[config.mk]
export PLATFORM = sky130hd
export DESIGN_NAME = cfgseq_top
export DESIGN_NICKNAME = d
export VERILOG_FILES = /design/src/rtl/cfgseq_pkg.sv /design/src/rtl/cfgseq_regs.sv /design/src/rtl/cfgseq_wdog.sv /design/src/rtl/cfgseq_fsm.sv /design/src/rtl/cfgseq_top.sv
export SDC_FILE = /design/constraint.sdc
export NUM_CORES = 1
export LEC_CHECK = 0
export BUFFER_PORTS_ARGS = -buffer_cell sky130_fd_sc_hd__buf_2
export CORE_MARGIN = 2
export CORE_UTILIZATION = 50
export CTS_CLUSTER_SIZE = 10
export DETAILED_ROUTE_END_ITERATION = 6
export GPL_TIMING_DRIVEN = 0
export PLACE_DENSITY = 0.73
export SLEW_MARGIN = 20
export SYNTH_ARGS = -nofsm -noshare
export SYNTH_HDL_FRONTEND = slang
export SYNTH_SLANG_ARGS = --single-unit
[constraint.sdc]
create_clock -name clk -period 2 [get_ports clk]
set_input_delay 0.3 -clock clk [delete_from_list [all_inputs] [get_ports clk]]
set_output_delay 0.3 -clock clk [all_outputs]
set_load 0.02 [all_outputs]
[src/rtl/cfgseq_pkg.sv]
package cfgseq_pkg;
  localparam int WORD_W  = 32;
  localparam int CMD_W   = 16;
  localparam int CFG_AW  = 6;
  localparam int IMG_W   = 16;
  localparam int SEL_W   = 2;

  localparam logic [SEL_W-1:0] SEL_CTRL = 2'd0;
  localparam logic [SEL_W-1:0] SEL_STAT = 2'd1;
  localparam logic [SEL_W-1:0] SEL_GOLD = 2'd2;
  localparam logic [SEL_W-1:0] SEL_MAIN = 2'd3;

  localparam int CTL_RDREQ  = 6;
  localparam int CTL_UNLOCK = 16;
  localparam int CTL_TRIG   = 17;
  localparam int STS_VALID  = 16;
  localparam int STS_TMO    = 17;

  typedef enum logic [1:0] {
    ST_IDLE   = 2'd0,
    ST_RECONF = 2'd1,
    ST_READ   = 2'd2,
    ST_WAIT   = 2'd3
  } seq_state_t;
endpackage

[src/rtl/cfgseq_regs.sv]
module cfgseq_regs
  import cfgseq_pkg::*;
(
  input  logic              clk,
  input  logic              rst_n,
  input  logic              reg_wr,
  input  logic [SEL_W-1:0]  reg_addr,
  input  logic [WORD_W-1:0] reg_wdata,
  output logic [WORD_W-1:0] reg_rdata,
  input  logic              seq_idle,
  input  logic              reconf_end,
  input  logic              rd_capture,
  input  logic [IMG_W-1:0]  rd_word,
  input  logic              wd_fire,
  output logic              go_reconf,
  output logic              go_read,
  output logic [CFG_AW-1:0] rd_addr,
  output logic [WORD_W-1:0] gold_word,
  output logic [WORD_W-1:0] main_word,
  output logic              unlock_o,
  output logic              valid_o,
  output logic              tmo_o
);
  logic ctl_wr, stat_wr, gold_wr, main_wr;

  logic              unlock_q, unlock_d, unlock_en;
  logic              trig_q, trig_d, trig_en;
  logic [CFG_AW-1:0] cfga_q;
  logic              valid_q, valid_d, valid_en;
  logic [IMG_W-1:0]  img_q;
  logic              tmo_q, tmo_d, tmo_en;
  logic [WORD_W-1:0] gold_q, main_q;

  always_comb begin
    ctl_wr  = reg_wr && (reg_addr == SEL_CTRL);
    stat_wr = reg_wr && (reg_addr == SEL_STAT);
    gold_wr = reg_wr && (reg_addr == SEL_GOLD) && seq_idle;
    main_wr = reg_wr && (reg_addr == SEL_MAIN) && seq_idle;

    go_reconf = ctl_wr && reg_wdata[CTL_TRIG] && unlock_q && seq_idle;
    go_read   = ctl_wr && reg_wdata[CTL_RDREQ] && seq_idle && !go_reconf;
    rd_addr   = ctl_wr ? reg_wdata[CFG_AW-1:0] : cfga_q;

    unlock_en = ctl_wr || reconf_end;
    unlock_d  = reconf_end ? 1'b0 : reg_wdata[CTL_UNLOCK];

    trig_en   = go_reconf || reconf_end;
    trig_d    = go_reconf;

    valid_en  = go_read || rd_capture;
    valid_d   = !go_read;

    tmo_en    = wd_fire || (stat_wr && reg_wdata[STS_TMO]);
    tmo_d     = wd_fire;
  end

  always_ff @(posedge clk or negedge rst_n) begin
    if (!rst_n) begin
      unlock_q <= 1'b0;
      trig_q   <= 1'b0;
      cfga_q   <= '0;
      valid_q  <= 1'b0;
      img_q    <= '0;
      tmo_q    <= 1'b0;
      gold_q   <= '0;
      main_q   <= '0;
    end else begin
      if (unlock_en)  unlock_q <= unlock_d;
      if (trig_en)    trig_q   <= trig_d;
      if (ctl_wr)     cfga_q   <= reg_wdata[CFG_AW-1:0];
      if (valid_en)   valid_q  <= valid_d;
      if (rd_capture) img_q    <= rd_word;
      if (tmo_en)     tmo_q    <= tmo_d;
      if (gold_wr)    gold_q   <= reg_wdata;
      if (main_wr)    main_q   <= reg_wdata;
    end
  end

  always_comb begin
    reg_rdata = '0;
    case (reg_addr)
      SEL_CTRL: begin
        reg_rdata[CFG_AW-1:0] = cfga_q;
        reg_rdata[CTL_UNLOCK] = unlock_q;
        reg_rdata[CTL_TRIG]   = trig_q;
      end
      SEL_STAT: begin
        reg_rdata[IMG_W-1:0] = img_q;
        reg_rdata[STS_VALID] = valid_q;
        reg_rdata[STS_TMO]   = tmo_q;
      end
      SEL_GOLD: reg_rdata = gold_q;
      default:  reg_rdata = main_q;
    endcase
  end

  assign gold_word = gold_q;
  assign main_word = main_q;
  assign unlock_o  = unlock_q;
  assign valid_o   = valid_q;
  assign tmo_o     = tmo_q;
endmodule

[src/rtl/cfgseq_wdog.sv]
module cfgseq_wdog #(
  parameter int LIMIT = 1024
) (
  input  logic clk,
  input  logic rst_n,
  input  logic active,
  input  logic kick,
  output logic fire
);
  localparam int CW = $clog2(LIMIT + 1);

  logic [CW-1:0] cnt_q, cnt_d;
  logic          cnt_en;

  always_comb begin
    fire   = active && !kick && (cnt_q == CW'(LIMIT - 1));
    cnt_en = 1'b1;
    if (!active || kick || fire) cnt_d = '0;
    else                         cnt_d = cnt_q + 1'b1;
    if (cnt_d == cnt_q) cnt_en = 1'b0;
  end

  always_ff @(posedge clk or negedge rst_n) begin
    if (!rst_n)      cnt_q <= '0;
    else if (cnt_en) cnt_q <= cnt_d;
  end
endmodule

[src/rtl/cfgseq_fsm.sv]
module cfgseq_fsm
  import cfgseq_pkg::*;
#(
  parameter int          NOOP_COUNT = 2,
  parameter logic [15:0] SYNC_W0    = 16'hAA99,
  parameter logic [15:0] SYNC_W1    = 16'h5566,
  parameter logic [15:0] RD_HDR     = 16'h2801,
  parameter logic [15:0] RECONF_CMD = 16'h000E,
  parameter logic [15:0] NOOP_WORD  = 16'h2000
) (
  input  logic              clk,
  input  logic              rst_n,
  input  logic              go_reconf,
  input  logic              go_read,
  input  logic [CFG_AW-1:0] rd_addr,
  input  logic [WORD_W-1:0] gold_word,
  input  logic [WORD_W-1:0] main_word,
  input  logic              cmd_ready,
  input  logic              rsp_valid,
  input  logic [IMG_W-1:0]  rsp_data,
  input  logic              wd_fire,
  output logic              cmd_valid,
  output logic [CMD_W-1:0]  cmd_data,
  output logic              seq_idle,
  output logic              seq_active,
  output logic              reconf_end,
  output logic              rd_capture,
  output logic [IMG_W-1:0]  rd_word,
  output logic              kick
);
  localparam int RECONF_LEN = 7 + NOOP_COUNT;
  localparam int READ_LEN   = 3 + NOOP_COUNT;
  localparam int IDX_W      = $clog2(RECONF_LEN + 1);

  seq_state_t        state_q, state_d;
  logic [IDX_W-1:0]  idx_q, idx_d;
  logic [CFG_AW-1:0] addr_q;
  logic              seq_en, addr_en, accept, last_word;

  always_comb begin
    cmd_valid  = (state_q == ST_RECONF) || (state_q == ST_READ);
    accept     = cmd_valid && cmd_ready;
    last_word  = (state_q == ST_RECONF) ? (idx_q == IDX_W'(RECONF_LEN - 1))
                                        : (idx_q == IDX_W'(READ_LEN - 1));
    kick       = accept || ((state_q == ST_WAIT) && rsp_valid);
    seq_active = (state_q != ST_IDLE);
    seq_idle   = !seq_active;
    rd_word    = rsp_data;
  end

  always_comb begin
    state_d    = state_q;
    idx_d      = idx_q;
    addr_en    = 1'b0;
    reconf_end = 1'b0;
    rd_capture = 1'b0;
    if (wd_fire) begin
      state_d    = ST_IDLE;
      idx_d      = '0;
      reconf_end = (state_q == ST_RECONF);
    end else begin
      case (state_q)
        ST_IDLE: begin
          if (go_reconf) begin
            state_d = ST_RECONF;
            idx_d   = '0;
          end else if (go_read) begin
            state_d = ST_READ;
            idx_d   = '0;
            addr_en = 1'b1;
          end
        end
        ST_RECONF: begin
          if (accept) begin
            if (last_word) begin
              state_d    = ST_IDLE;
              idx_d      = '0;
              reconf_end = 1'b1;
            end else begin
              idx_d = idx_q + 1'b1;
            end
          end
        end
        ST_READ: begin
          if (accept) begin
            if (last_word) begin
              state_d = ST_WAIT;
              idx_d   = '0;
            end else begin
              idx_d = idx_q + 1'b1;
            end
          end
        end
        default: begin
          if (rsp_valid) begin
            state_d    = ST_IDLE;
            rd_capture = 1'b1;
          end
        end
      endcase
    end
    seq_en = (state_d != state_q) || (idx_d != idx_q);
  end

  always_ff @(posedge clk or negedge rst_n) begin
    if (!rst_n) begin
      state_q <= ST_IDLE;
      idx_q   <= '0;
      addr_q  <= '0;
    end else begin
      if (seq_en) begin
        state_q <= state_d;
        idx_q   <= idx_d;
      end
      if (addr_en) addr_q <= rd_addr;
    end
  end

  always_comb begin
    cmd_data = '0;
    if (state_q == ST_RECONF) begin
      case (idx_q)
        IDX_W'(0): cmd_data = SYNC_W0;
        IDX_W'(1): cmd_data = SYNC_W1;
        IDX_W'(2): cmd_data = main_word[31:16];
        IDX_W'(3): cmd_data = main_word[15:0];
        IDX_W'(4): cmd_data = gold_word[31:16];
        IDX_W'(5): cmd_data = gold_word[15:0];
        IDX_W'(6): cmd_data = RECONF_CMD;
        default:   cmd_data = NOOP_WORD;
      endcase
    end else if (state_q == ST_READ) begin
      case (idx_q)
        IDX_W'(0): cmd_data = SYNC_W0;
        IDX_W'(1): cmd_data = SYNC_W1;
        IDX_W'(2): cmd_data = RD_HDR | (CMD_W'(addr_q) << 5);
        default:   cmd_data = NOOP_WORD;
      endcase
    end
  end
endmodule

[src/rtl/cfgseq_top.sv]
module cfgseq_top #(
  parameter int          WDOG_LIMIT = 1024,
  parameter int          NOOP_COUNT = 2,
  parameter logic [15:0] SYNC_W0    = 16'hAA99,
  parameter logic [15:0] SYNC_W1    = 16'h5566,
  parameter logic [15:0] RD_HDR     = 16'h2801,
  parameter logic [15:0] RECONF_CMD = 16'h000E,
  parameter logic [15:0] NOOP_WORD  = 16'h2000
) (
  input  logic        clk,
  input  logic        rst_n,
  input  logic        reg_wr,
  input  logic [1:0]  reg_addr,
  input  logic [31:0] reg_wdata,
  output logic [31:0] reg_rdata,
  output logic        cmd_valid,
  input  logic        cmd_ready,
  output logic [15:0] cmd_data,
  input  logic        rsp_valid,
  input  logic [15:0] rsp_data
);
  import cfgseq_pkg::*;

  logic              seq_idle, seq_active, reconf_end, rd_capture, kick, wd_fire;
  logic              go_reconf, go_read, ctl_unlock, img_valid, tmo_flag;
  logic [IMG_W-1:0]  rd_word;
  logic [CFG_AW-1:0] rd_addr;
  logic [WORD_W-1:0] gold_word, main_word;

  cfgseq_regs u_regs (
    .clk(clk), .rst_n(rst_n),
    .reg_wr(reg_wr), .reg_addr(reg_addr), .reg_wdata(reg_wdata), .reg_rdata(reg_rdata),
    .seq_idle(seq_idle), .reconf_end(reconf_end), .rd_capture(rd_capture), .rd_word(rd_word),
    .wd_fire(wd_fire), .go_reconf(go_reconf), .go_read(go_read), .rd_addr(rd_addr),
    .gold_word(gold_word), .main_word(main_word),
    .unlock_o(ctl_unlock), .valid_o(img_valid), .tmo_o(tmo_flag)
  );

  cfgseq_fsm #(
    .NOOP_COUNT(NOOP_COUNT), .SYNC_W0(SYNC_W0), .SYNC_W1(SYNC_W1),
    .RD_HDR(RD_HDR), .RECONF_CMD(RECONF_CMD), .NOOP_WORD(NOOP_WORD)
  ) u_fsm (
    .clk(clk), .rst_n(rst_n),
    .go_reconf(go_reconf), .go_read(go_read), .rd_addr(rd_addr),
    .gold_word(gold_word), .main_word(main_word),
    .cmd_ready(cmd_ready), .rsp_valid(rsp_valid), .rsp_data(rsp_data), .wd_fire(wd_fire),
    .cmd_valid(cmd_valid), .cmd_data(cmd_data), .seq_idle(seq_idle), .seq_active(seq_active),
    .reconf_end(reconf_end), .rd_capture(rd_capture), .rd_word(rd_word), .kick(kick)
  );

  cfgseq_wdog #(.LIMIT(WDOG_LIMIT)) u_wdog (
    .clk(clk), .rst_n(rst_n), .active(seq_active), .kick(kick), .fire(wd_fire)
  );
endmodule

# After elaboration in Yosys (flattened, before gate mapping)
# Cells that the tools add are included.
[totals]
register_bits = 113
latch_bits = 0
ram_bits = 0
romBits = 0
in_bits = 55
output_inout_bits = 49
word_cells = 106
memories = 0
[classes]
add_sub_neg = 2
n_mul = 0
div = 0
order_cmp = 0
n_eq_ne = 17
shifts = 0
mux = 38
bitwise_logic = 0
reduce_logical = 37
[op_table]
columns = ["cell", "count"]
rows = [
  ["16-bit one-hot mux with 7 select lines", 1],
  ["16-bit one-hot mux with 3 select lines", 1],
  ["16-bit two-way mux", 2],
  ["10-bit one-hot mux with 3 select lines", 1],
  ["14-bit one-hot mux with 2 select lines", 1],
  ["4-bit two-way mux", 5],
  ["6-bit one-hot mux with 3 select lines", 1],
  ["1-bit logical AND", 17],
  ["2-bit two-way mux", 8],
  ["1-bit two-way mux", 13],
  ["4-bit by 3-bit equality test with 1-bit output, second input constant", 3],
  ["2-bit one-hot mux with 3 select lines", 2],
  ["11-bit by 1-bit adder with 11-bit output, second input constant", 1],
  ["11-bit by 10-bit equality test with 1-bit output, second input constant", 1],
  ["11-bit equality test", 1],
  ["11-bit two-way mux", 1],
  ["1-bit logical OR", 9],
  ["2-bit equality test, second input constant", 4],
  ["4-bit by 2-bit equality test with 1-bit output, second input constant", 2],
  ["4-bit one-hot mux with 2 select lines", 1],
  ["6-bit two-way mux", 1],
  ["4-bit by 1-bit adder with 4-bit output, second input constant", 1],
  ["2-bit by 1-bit equality test with 1-bit output, second input constant", 2],
  ["4-bit by 1-bit equality test with 1-bit output, second input constant", 1],
  ["9 further kinds", 14],
]

# Longest topological paths before layout
# Gate-level depths: netlist of run 1.
[logic_depth]
ltp_word = 13
depth_mapped = 9
depth_no_buf = 6

# Hierarchy
# Synthesis of run 1 repeated with hierarchy kept, for this count alone.
[hier_totals]
cells_unflattened = 520
hier_area_um2 = 6372.4
[by_module_without_submodules]
columns = ["module", "instances", "cells_each", "area_each_um2", "seq_area_each_um2"]
rows = [
  ["cfgseq_regs", 1, 265, 4126.5, 2252.2],
  ["cfgseq_fsm", 1, 199, 1670.4, 300.3],
  ["cfgseq_wdog", 1, 56, 575.6, 275.3],
]

# Worst setup path before layout of run 1
# No wires, ideal clock.
[synth_timing]
kind = "register to output"
start = "register u_fsm.idx_q[1]"
end = "output cmd_data[0]"
arrival_ns = 1.887
required_ns = 1.700
slack_ns = -0.187
path_stages_with_launch = 9
n_path_buf = 2
path_cell_list = "dfrtp_1 > inv_1 > ha_1 > buf_4 > or3b_2 > buf_2 > nand2b_1 > a21oi_1 > a31oi_1"
[synth_between]
elab_chain_len = 4
[synth_rtl]
columns = ["item", "line", "source"]
rows = [
  ["from (decl)", "cfgseq_fsm.sv:36", "logic [IDX_W-1:0] idx_q, idx_d;"],
  ["from (signal assigned)", "cfgseq_fsm.sv:113", "idx_q <= idx_d;"],
  ["4-bit by 2-bit equality test with 1-bit output (tied with other cells)", "cfgseq_fsm.sv:122, cfgseq_fsm.sv:133", ""],
  ["16-bit one-hot mux with 3 select lines", "cfgseq_fsm.sv:133", "case (idx_q)"],
  ["16-bit two-way mux", "cfgseq_fsm.sv:132", "end else if (state_q == ST_READ) begin"],
  ["16-bit two-way mux (*)", "cfgseq_fsm.sv:121", "if (state_q == ST_RECONF) begin"],
  ["to (decl)", "cfgseq_top.sv:18", "output logic [15:0] cmd_data,"],
]
# Every way passes the cells marked *; elsewhere a longest branch is shown, timed or not.

# Worst setup path after layout of run 1
[layout_timing]
start = "register u_fsm.idx_q[0]"
end = "output cmd_data[11]"
# Same word-level chain as after synthesis.

==> results of run 1 <==
-- area by class of cell --
class / count / area [sq um]
multi-input cells: 356 / 3480
well taps: 147 / 184
flip-flops and latches: 113 / 2830
inverters: 9 / 36.3
fillers: 867 / 3740
plain buffers: 27 / 203
clock buffers: 21 / 460
repair buffers: 135 / 898
clock inverters: 10 / 135
-- worst register-to-register path, stage by stage, from the launching register on --
cell      delay [ps]
dfrtp_2          450
inv_1            160
ha_4             140
buf_2            220
nand4_1          130
buf_4            190
clkbuf_4         240
mux2_2           310
-- flip-flops by register name, indices dropped and copies added, names as in the netlist --
| signal | cells |
|---|---|
| u_fsm.addr_q | 6 |
| u_regs.tmo_o | 1 |
| u_regs.cfga_q | 6 |
| u_regs.gold_word | 32 |
| u_regs.img_q | 16 |
| u_regs.main_word | 32 |
| u_fsm.idx_q | 4 |
| u_wdog.cnt_q | 11 |
| u_regs.valid_o | 1 |
| u_fsm.state_q | 2 |
| u_regs.unlock_o | 1 |
| u_regs.trig_q | 1 |
-- kinds of logic (layout without fill, tap and decap cells) --
logic type | count (synthesis) | in the layout | share of synthesized area
mux | 125 | 125 | 0.243
flops | 113 | 113 | 0.464
simple gates | 110 | 110 | 0.107
compound gates | 103 | 103 | 0.122
buf+inv | 39 | 202 | 0.0314
fa+ha+maj | 11 | 11 | 0.0226
xor+xnor | 7 | 7 | 0.0101
-- through the flow --
stage | util | instances | hold slack (ps) | power [uW]
after detailed placement | 0.581 | 759 | 255 | 9320
after CTS | 0.673 | 813 | 108 | 13400
after global placement | 0.579 | 758 | 453 | 9110
after floorplan | - | 508 | 4.41 | 7700
final | 0.688 | 818 | 119 | 13900
after global routing | 0.688 | 818 | 114 | 14500
-- what timing repair did --
action	4_1_cts	5_1_grt
endpoints found under the hold margin	43	0
hold buffers	1	0
pin swaps	17	27
gates cloned	0	0
gates resized for setup	83	30
buffers inserted	26	7
endpoints found under the setup margin	108	88
-- worst paths after layout --
path                       slack, ps                   end
hold reg to reg                  500      u_regs.img_q[15]
setup reg to reg                  30   u_regs.main_word[8]
max in group asynchronous        920      u_fsm.state_q[0]
min in group asynchronous        390  u_regs.main_word[29]
hold / removal                   120      u_regs.img_q[10]
setup / recovery                -670          cmd_data[11]
-- cell usage after synthesis (all sizes together), types with 11 or more instances --
cell     n  area (sq um)
a31oi   12          75.1
dfrtp  113          2830
nor2b   19           119
ha      11           138
a22o    12           105
mux2i   15           150
a21oi   19          95.1
a22oi   18           135
nand2   19          71.3
mux2   102          1150
buf     25           139
nor2    18          67.6
-- layer usage --
metal  vias to the layer above  track usage  share of wire
met5                         -            0              0
met4                         0        0.115          0.029
met3                        45       0.0715          0.074
met2                       279        0.496           0.50
met1                      2585        0.373           0.40
li1                       2227            -              -
-- power breakdown --
part / total (uW) / switching [uW] / internal [uW]
Combinational: 6630 / 3420 / 3210
Clock: 3060 / 1050 / 2010
Sequential: 4240 / 930 / 3310
==> impl_metrics.json, run 1 <==
{
  "rsz0062_at_grt": "yes",
  "maxCapViolCount": 0,
  "worstSetupStartpoint": "u_fsm.idx_q[0]",
  "hold_viol_final": 0,
  "drt_pass1_iterations": 7,
  "power_leakage_uw": 0.00363,
  "required_ps": 1700,
  "fin_tns_setup_ps": -9560,
  "hp-class": "input pin to flop",
  "setup_slack_ps": -668,
  "fin_nets": 725,
  "synth_top_flop_cell": "dfrtp_1",
  "crit_slowest_cell": "a222oi_1",
  "yosysWarnings": 0,
  "viasPerCell": 6.28,
  "vias": 5136,
  "arrival_ps": 2370,
  "yosysSeqAreaShare": 0.464,
  "crit_family": "compound AO/OA/AOI/OAI gates",
  "drive_above_1_share": 0.547,
  "antenna_found_initial": 0,
  "clkTransAtPathRegs_ps": 50,
  "clk_latency_ps": 410,
  "hpwl_mm": 12.5,
  "cts_tree": "yes",
  "final_cell_mix": "109 x dfrtp_1, 102 x mux2_2, 95 x buf_2",
  "layout_commonest_cell": "dfrtp_1",
  "worst_clock_skew_ps": 7.37,
  "violations": "negative setup slack",
  "cts_made_buffers": 17,
  "synth.distinct_cells": 54,
  "synthArstFlopShare": 1.00,
  "grt_pass1_wl_mm": 29.0,
  "slowest_delay_ps": 510,
  "root_buffer": "clkbuf_16",
  "max_freq_mhz": 375,
  "synth-edff-count": 0,
  "r2r-start": "u_fsm.state_q[1]",
  "crit_chain": "inv_4 > ha_4 > and3b_2 > buf_8 > a222oi_1 > a31oi_4 > buf_6",
  "core_sq_um": 12000,
  "start_util": 0.509,
  "synthToLayoutAreaGrowth_pct": 35.0,
  "max-slew-margin-rel": 0.557,
  "n_antenna_cell": 0,
  "die_area_sq_um": 13100,
  "rr_worst_depth": 7,
  "ys_ff_latch": 113,
  "antenna_left": 0,
  "startpoint_type": "flop",
  "crit_buf_inv": 3,
  "cts.sinks": 113,
  "io_buffers": 103,
  "pin_count": 104,
  "grt-ovfl-total": 0,
  "num_rows": 40,
  "drtIter0Drc": 514,
  "power_density_nw_per_um2": 1690,
  "postRouteWirelength_mm": 18.8,
  "min_from": "rsp_data[10]",
  "period_share": 1.33,
  "place_ws_ps": -560,
  "worst-slew-pin-transition_ps": 664,
  "path_class": "flop to output pin",
  "grt_pass1_vias": 5339,
  "hold_depth": 2,
  "crit_cells": 7,
  "end_kind": "output pin",
  "ir_drop_v": 0.000953,
  "netlist_instances": 508,
  "cts_buffer_depth": 2,
  "synth_nets": 574,
  "syn_area_sq_um": 6090,
  "stdcell_area_sq_um": 8230,
  "layout_min_cycle_time_ps": 2670,
  "grt.total_usage": 0.297,
  "die_h_microns": 114,
  "status": "finished with violations",
  "drc_errors": 0,
  "place.gp.congestion": 0.913,
  "grt_max_degree": 71,
  "final-setup-viol-count": 16,
  "fp.dieW_microns": 114,
  "critPathMaxFanout": 5,
  "synth.avg_cell_area_sq_um": 12.0,
  "dpl_cell_area_sq_um": 6960,
  "slew_violations": 0,
  "avgRoutedWirePerCell_microns": 23.0,
  "cts_max_level": 4
}
Power figures use the tool's default switching activity.
==> inputs of run 2 (changes only) <==
Settings changed: CORE_MARGIN 2 to 5.
==> run 2 against run 1 <==
  * The run still ends with negative setup slack left
  * First-iteration DRC count grew 9.5%
  * Final cell count is 1.2% higher
  * Clock skew is 1.6 ps lower
  * Register-to-register slack worse by 50 ps
  * Power rose by 6.2%
  * Hold slack lost 6.9 ps
  * Sequential share of layout area shrank 1.2 points
  * Highest routed layer unchanged
  * Clock power grew 8.8%
  * Critical path type unchanged
  * Cell area rose by 3.7%
  * Non-clock buffer count grew 10
  * Sequential cell count did not move
  * Die area increased by 11%
==> impl_metrics.json, run 2 (same netlist as run 1, synthesis figures left out) <==
{
  "r2r-start": "u_fsm.state_q[0]",
  "viasPerCell": 6.25,
  "grt.total_usage": 0.273,
  "cts_tree": "yes",
  "nFillCells": 799,
  "instances_no_fill": 828,
  "worst_clock_skew_ps": 5.80,
  "path_class": "flop to output pin",
  "maxCapViolCount": 0,
  "rr_worst_depth": 7,
  "dp_cells": 759,
  "layout_commonest_cell": "dfrtp_1",
  "core_sq_um": 12000,
  "slowest_delay_ps": 540,
  "multi_input_area_sq_um": 3550,
  "cts_max_level": 4,
  "power_density_nw_per_um2": 1730,
  "min_from": "rsp_data[8]",
  "min_to": "u_regs.img_q[8]",
  "hold_ws_ps": 112,
  "worst-slew-pin-transition_ps": 629,
  "avgRoutedWirePerCell_microns": 23.4,
  "grt_max_degree": 60,
  "drc_errors": 0,
  "status": "finished with violations",
  "arrival_ps": 2390,
  "crit_buf_inv": 3,
  "n_antenna_cell": 0,
  "pin_count": 104,
  "drt_pass1_iterations": 6,
  "slew_violations": 0,
  "final-setup-viol-count": 17,
  "period_share": 1.35,
  "crit_chain": "inv_4 > ha_4 > and3b_2 > buf_8 > a222oi_1 > a31oi_4 > buf_6",
  "violations": "negative setup slack",
  "layout_min_cycle_time_ps": 2690,
  "end_kind": "output pin",
  "hold_depth": 2,
  "drive_above_1_share": 0.564,
  "grt-ovfl-total": 0,
  "hpwl_mm": 12.7,
  "place.gp.congestion": 0.922,
  "fin_nets": 735,
  "rsz0062_at_grt": "yes",
  "grt_pass1_vias": 5442,
  "start_util": 0.509,
  "die_area_sq_um": 14500,
  "antenna_found_initial": 0,
  "synthToLayoutAreaGrowth_pct": 40.0,
  "max_freq_mhz": 372,
  "r2r_end": "u_fsm.state_q[0]",
  "required_ps": 1700,
  "num_rows": 40,
  "clkTransAtPathRegs_ps": 50,
  "grt_pass1_wl_mm": 30.0,
  "cts_made_buffers": 17,
  "root_buffer": "clkbuf_16",
  "hp-class": "input pin to flop",
  "area.sequential_sq_um": 2830,
  "crit_slowest_cell": "a222oi_1",
  "vias": 5178,
  "io_buffers": 103,
  "setup_slack_ps": -691,
  "critPathMaxFanout": 4,
  "startpoint_type": "flop",
  "final_cell_mix": "108 x dfrtp_1, 102 x mux2_2, 90 x buf_2",
  "fp.dieW_microns": 120,
  "power_leakage_uw": 0.00375,
  "crit_family": "compound AO/OA/AOI/OAI gates",
  "postRouteWirelength_mm": 19.4,
  "cts_buffer_depth": 2,
  "die_h_microns": 120,
  "ff2ff_setup_slack_ps": -20,
  "hold_viol_final": 0,
  "max-slew-margin-rel": 0.580,
  "cts.sinks": 113,
  "clk_latency_ps": 420,
  "antenna_left": 0,
  "drtIter0Drc": 563,
  "ir_drop_v": 0.00111
}
[run 2: cell count changes in the layout (fill, tap and decap cells not counted), sizes merged]
cell	previous run	this run
inv	9	8
clkinv	6	5
buf	153	164
clkbuf	29	28
bufinv	3	5
[run 2: power breakdown]
group          switching, uW  internal, uW
clock                   1070          2260
combinational           3600          3590
sequential               947          3310
[run 2: worst max-delay path by stage]
stage,cells past startpoint,endpoint,slack [ps],startpoint
finish,7,cmd_data[11],-690,u_fsm.idx_q[0]
global route,7,cmd_data[11],-740,u_fsm.idx_q[0]
CTS,7,cmd_data[11],-670,u_fsm.idx_q[0]
detailed placement,7,cmd_data[9],-540,u_fsm.idx_q[1]
global placement,1,u_regs.img_q[4],-690,rst_n
floorplan,8,cmd_data[0],-90,u_fsm.idx_q[1]
[run 2: area by class of cell]
class	count	area share
clock inverters	10	0.0214
inverters	9	0.00499
plain buffers	25	0.0248
repair buffers	147	0.124
flip-flops and latches	113	0.332
multi-input cells	356	0.417
clock buffers	21	0.0540
well taps	147	0.0216
[run 2: through the flow]
stage	utilization	setup slack, ps	instance area (sq um)	total power [uW]	TNS [ps]
floorplan	-	-90.0	6220	7700	-234
global placement	0.579	-685	6920	9090	-89250
detailed placement	0.581	-536	6960	9290	-16530
CTS	0.692	-669	8280	14000	-8440
global route	0.713	-744	8530	15500	-11170
finish	0.713	-691	8530	14800	-9780
[run 2: timing repair]
item,in CTS,in global routing
gates cloned,1,0
pin swaps,23,19
hold buffers,1,0
setup endpoints to repair,106,99
buffers inserted,29,14
hold endpoints to repair,54,0
gates resized for setup,115,43
[run 2: per-layer routing]
layer / global-route usage / share of wire / up-vias
met4: 0.117 / 0.035 / 0
met1: 0.348 / 0.39 / 2594
met2: 0.450 / 0.50 / 288
li1: - / - / 2236
met3: 0.0594 / 0.074 / 60
met5: 0 / 0 / -
==> inputs of run 3 (changes only) <==
Settings changed: ABC_AREA set to 1, CORE_UTILIZATION 50 to 35, PLACE_DENSITY 0.73 to 0.54.
==> run 3 against run 2 <==
  * The run still ends with negative setup slack left
  * Fmax increased by 17%
  * Sequential power decreased by 6.3%
  * Routed wire length increased by 8.3%
  * Sequential share of layout area increased by 1.3 points
  * Non-clock buffer count decreased by 15
  * Critical path depth increased by 4
  * Clock power decreased by 9.0%
  * Final cell count increased by 38%
  * Utilization decreased by 23 points
  * First-iteration DRC count decreased by 20%
  * Hold slack got worse by 7.4 ps
  * Synthesized cell count increased by 49%
==> impl_metrics.json, run 3 <==
{
  "min_from": "reg_wdata[14]",
  "r2r-start": "u_fsm.state_q[0]",
  "power_leakage_uw": 0.00405,
  "multi_input_area_sq_um": 3000,
  "synth_compound_area_frac": 0.124,
  "avgRoutedWirePerCell_microns": 18.4,
  "place_ws_ps": -393,
  "final-setup-viol-count": 16,
  "yosysWarnings": 0,
  "synthToLayoutAreaGrowth_pct": 35.7,
  "p_total_uw": 12900,
  "viasPerCell": 5.04,
  "io_buffers": 103,
  "ys_ff_latch": 113,
  "clkTransAtPathRegs_ps": 50,
  "rsz0062_at_grt": "yes",
  "root_buffer": "clkbuf_16",
  "path_class": "flop to output pin",
  "synth_xor_area_frac": 0.00869,
  "instances_no_fill": 1142,
  "pin_count": 104,
  "yosysTopAreaCell": "dfrtp_1",
  "yosys-mux-area-fraction": 0.0652,
  "clk_latency_ps": 420,
  "die_h_microns": 141,
  "area.sequential_sq_um": 2830,
  "end_kind": "output pin",
  "dp_cells": 1085,
  "antenna_found_initial": 0,
  "layout_commonest_cell": "nand2_1",
  "synth.avg_cell_area_sq_um": 8.00,
  "crit_family": "simple AND/OR/NAND/NOR gates",
  "drt_pass1_iterations": 5,
  "cts.sinks": 113,
  "setup_slack_ps": -295,
  "start_util": 0.353,
  "synth-edff-count": 0,
  "worst-slew-pin-transition_ps": 710,
  "synth_top_family_by_area": "simple AND/OR/NAND/NOR gates",
  "ir_drop_v": 0.000724,
  "worst_clock_skew_ps": 8.41,
  "fin_nets": 971,
  "violations": "negative setup slack",
  "layout_min_cycle_time_ps": 2290,
  "cts_tree": "yes",
  "maxCapViolCount": 0,
  "synthArstFlopShare": 1.00,
  "ff2ff_setup_slack_ps": 100,
  "synth_top_flop_cell": "dfrtp_1",
  "critPathMaxFanout": 7,
  "vias": 5751,
  "drtIter0Drc": 448,
  "antenna_left": 0,
  "crit_slowest_cell": "dfrtp_2",
  "final_cell_mix": "190 x nand2_1, 110 x dfrtp_1, 92 x buf_2",
  "hold_ws_ps": 104,
  "yosysMostFrequentCell": "nand2_1",
  "status": "finished with violations",
  "synth.distinct_cells": 37,
  "drive_above_1_share": 0.311,
  "power_density_nw_per_um2": 1570,
  "hold_depth": 3,
  "netlist.area_leader.share": 0.468,
  "synthAdderAreaFrac": 0.0228,
  "fp.dieW_microns": 141,
  "arrival_ps": 1990,
  "yosys-top-cells-count": "214 x nand2_1, 113 x dfrtp_1, 94 x inv_1",
  "grt-ovfl-total": 0,
  "slowest_delay_ps": 440,
  "crit_cells": 11,
  "hp-class": "input pin to flop",
  "netlist_instances": 756,
  "crit_buf_inv": 3,
  "cts_max_level": 4,
  "startpoint_type": "flop",
  "grt_pass1_vias": 5788,
  "max-slew-margin-rel": 0.527,
  "drc_errors": 0,
  "num_rows": 48,
  "postRouteWirelength_mm": 21.0,
  "core_sq_um": 17100,
  "rr_worst_depth": 7,
  "crit_chain": "buf_6 > ha_4 > inv_4 > nor2_4 > nand2_1 > nand3_2 > nor2_2 > nand2_1 > nand2_1 > nand2_2 > buf_6",
  "cts_buffer_depth": 2,
  "die_area_sq_um": 20000,
  "synth_nets": 822,
  "period_share": 1.15,
  "required_ps": 1700,
  "yosysSeqAreaShare": 0.468,
  "syn_area_sq_um": 6050,
  "crit_path_frequent_cell": "nand2_1",
  "crit_end": "cmd_data[13]",
  "worstSetupStartpoint": "u_fsm.idx_q[0]",
  "grt.total_usage": 0.214,
  "nFillCells": 1709,
  "r2r_end": "u_regs.gold_word[20]",
  "grt_max_degree": 76,
  "grt_pass1_wl_mm": 32.7,
  "yosys.area_share.simple": 0.229,
  "n_antenna_cell": 0,
  "cts_made_buffers": 17,
  "max_freq_mhz": 436,
  "yosys-top-cells-area": "dfrtp_1 47%, nand2_1 13%, o21ai_0 7.6%",
  "place.gp.congestion": 0.881,
  "slew_violations": 0,
  "hold_viol_final": 0,
  "hpwl_mm": 14.6
}
run 3: cell families (layout without fill, tap and decap cells):
kind of cell             count (synthesis)  after routing
AND/OR/NAND/NOR                        331            332
AO/OA/AOI/OAI                          135            135
buffers and inverters                  125            285
flip-flops                             113            113
multiplexers                            35             35
adder cells (fa/ha/maj)                 11             11
XOR/XNOR                                 6              6
run 3: worst min-delay path by stage:
| stage | end |
|---|---|
| finish | u_regs.main_word[14] |
| global route | u_regs.img_q[1] |
| CTS | u_regs.main_word[14] |
| detailed placement | u_regs.img_q[10] |
| global placement | u_wdog.cnt_q[0] |
| floorplan | u_fsm.addr_q[0] |
run 3: per-stage QoR:
step                      utilization  instance area [sq um]  setup TNS [ps]
after floorplan                     -                   6050               0
after global placement          0.400                   6840         -105680
after detailed placement        0.401                   6870           -8270
after CTS                       0.465                   7960           -3480
after global routing            0.479                   8200           -5010
final                           0.479                   8200           -3650
run 3: worst min-delay path, delay by kind of cell:
kind	cells	cell delay [ps]
AOI/OAI and AO/OA	1	50
and+or+nand+nor	1	40
buffers and inverters	1	90
run 3: cell type report:
type	count	area share
repair buffers	130	0.110
inverters	97	0.0471
clock inverters	9	0.0130
clock buffers	22	0.0590
flip-flops and latches	113	0.345
multi-input cells	519	0.366
well taps	225	0.0343
plain buffers	27	0.0255
run 3: power breakdown:
group | switching (uW) | internal (uW)
Clock | 1080 | 1950
Sequential | 697 | 3300
Combinational | 3480 | 2420
Total | 5250 | 7670
run 3: per-layer routing:
metal	up-vias	share of wire	GRT usage
met3	31	0.072	0.0586
met4	0	0.018	0.0621
met2	195	0.45	0.326
met1	2767	0.46	0.299
li1	2758	-	-
met5	-	0	0
run 3: repair_timing:
action / in CTS / in global routing
pin swaps: 17 / 24
cloned: 1 / 2
resized for setup: 123 / 60
hold endpoints to repair: 74 / 0
endpoints found under the setup margin: 89 / 85
setup buffers: 18 / 5
hold buffers: 1 / 0
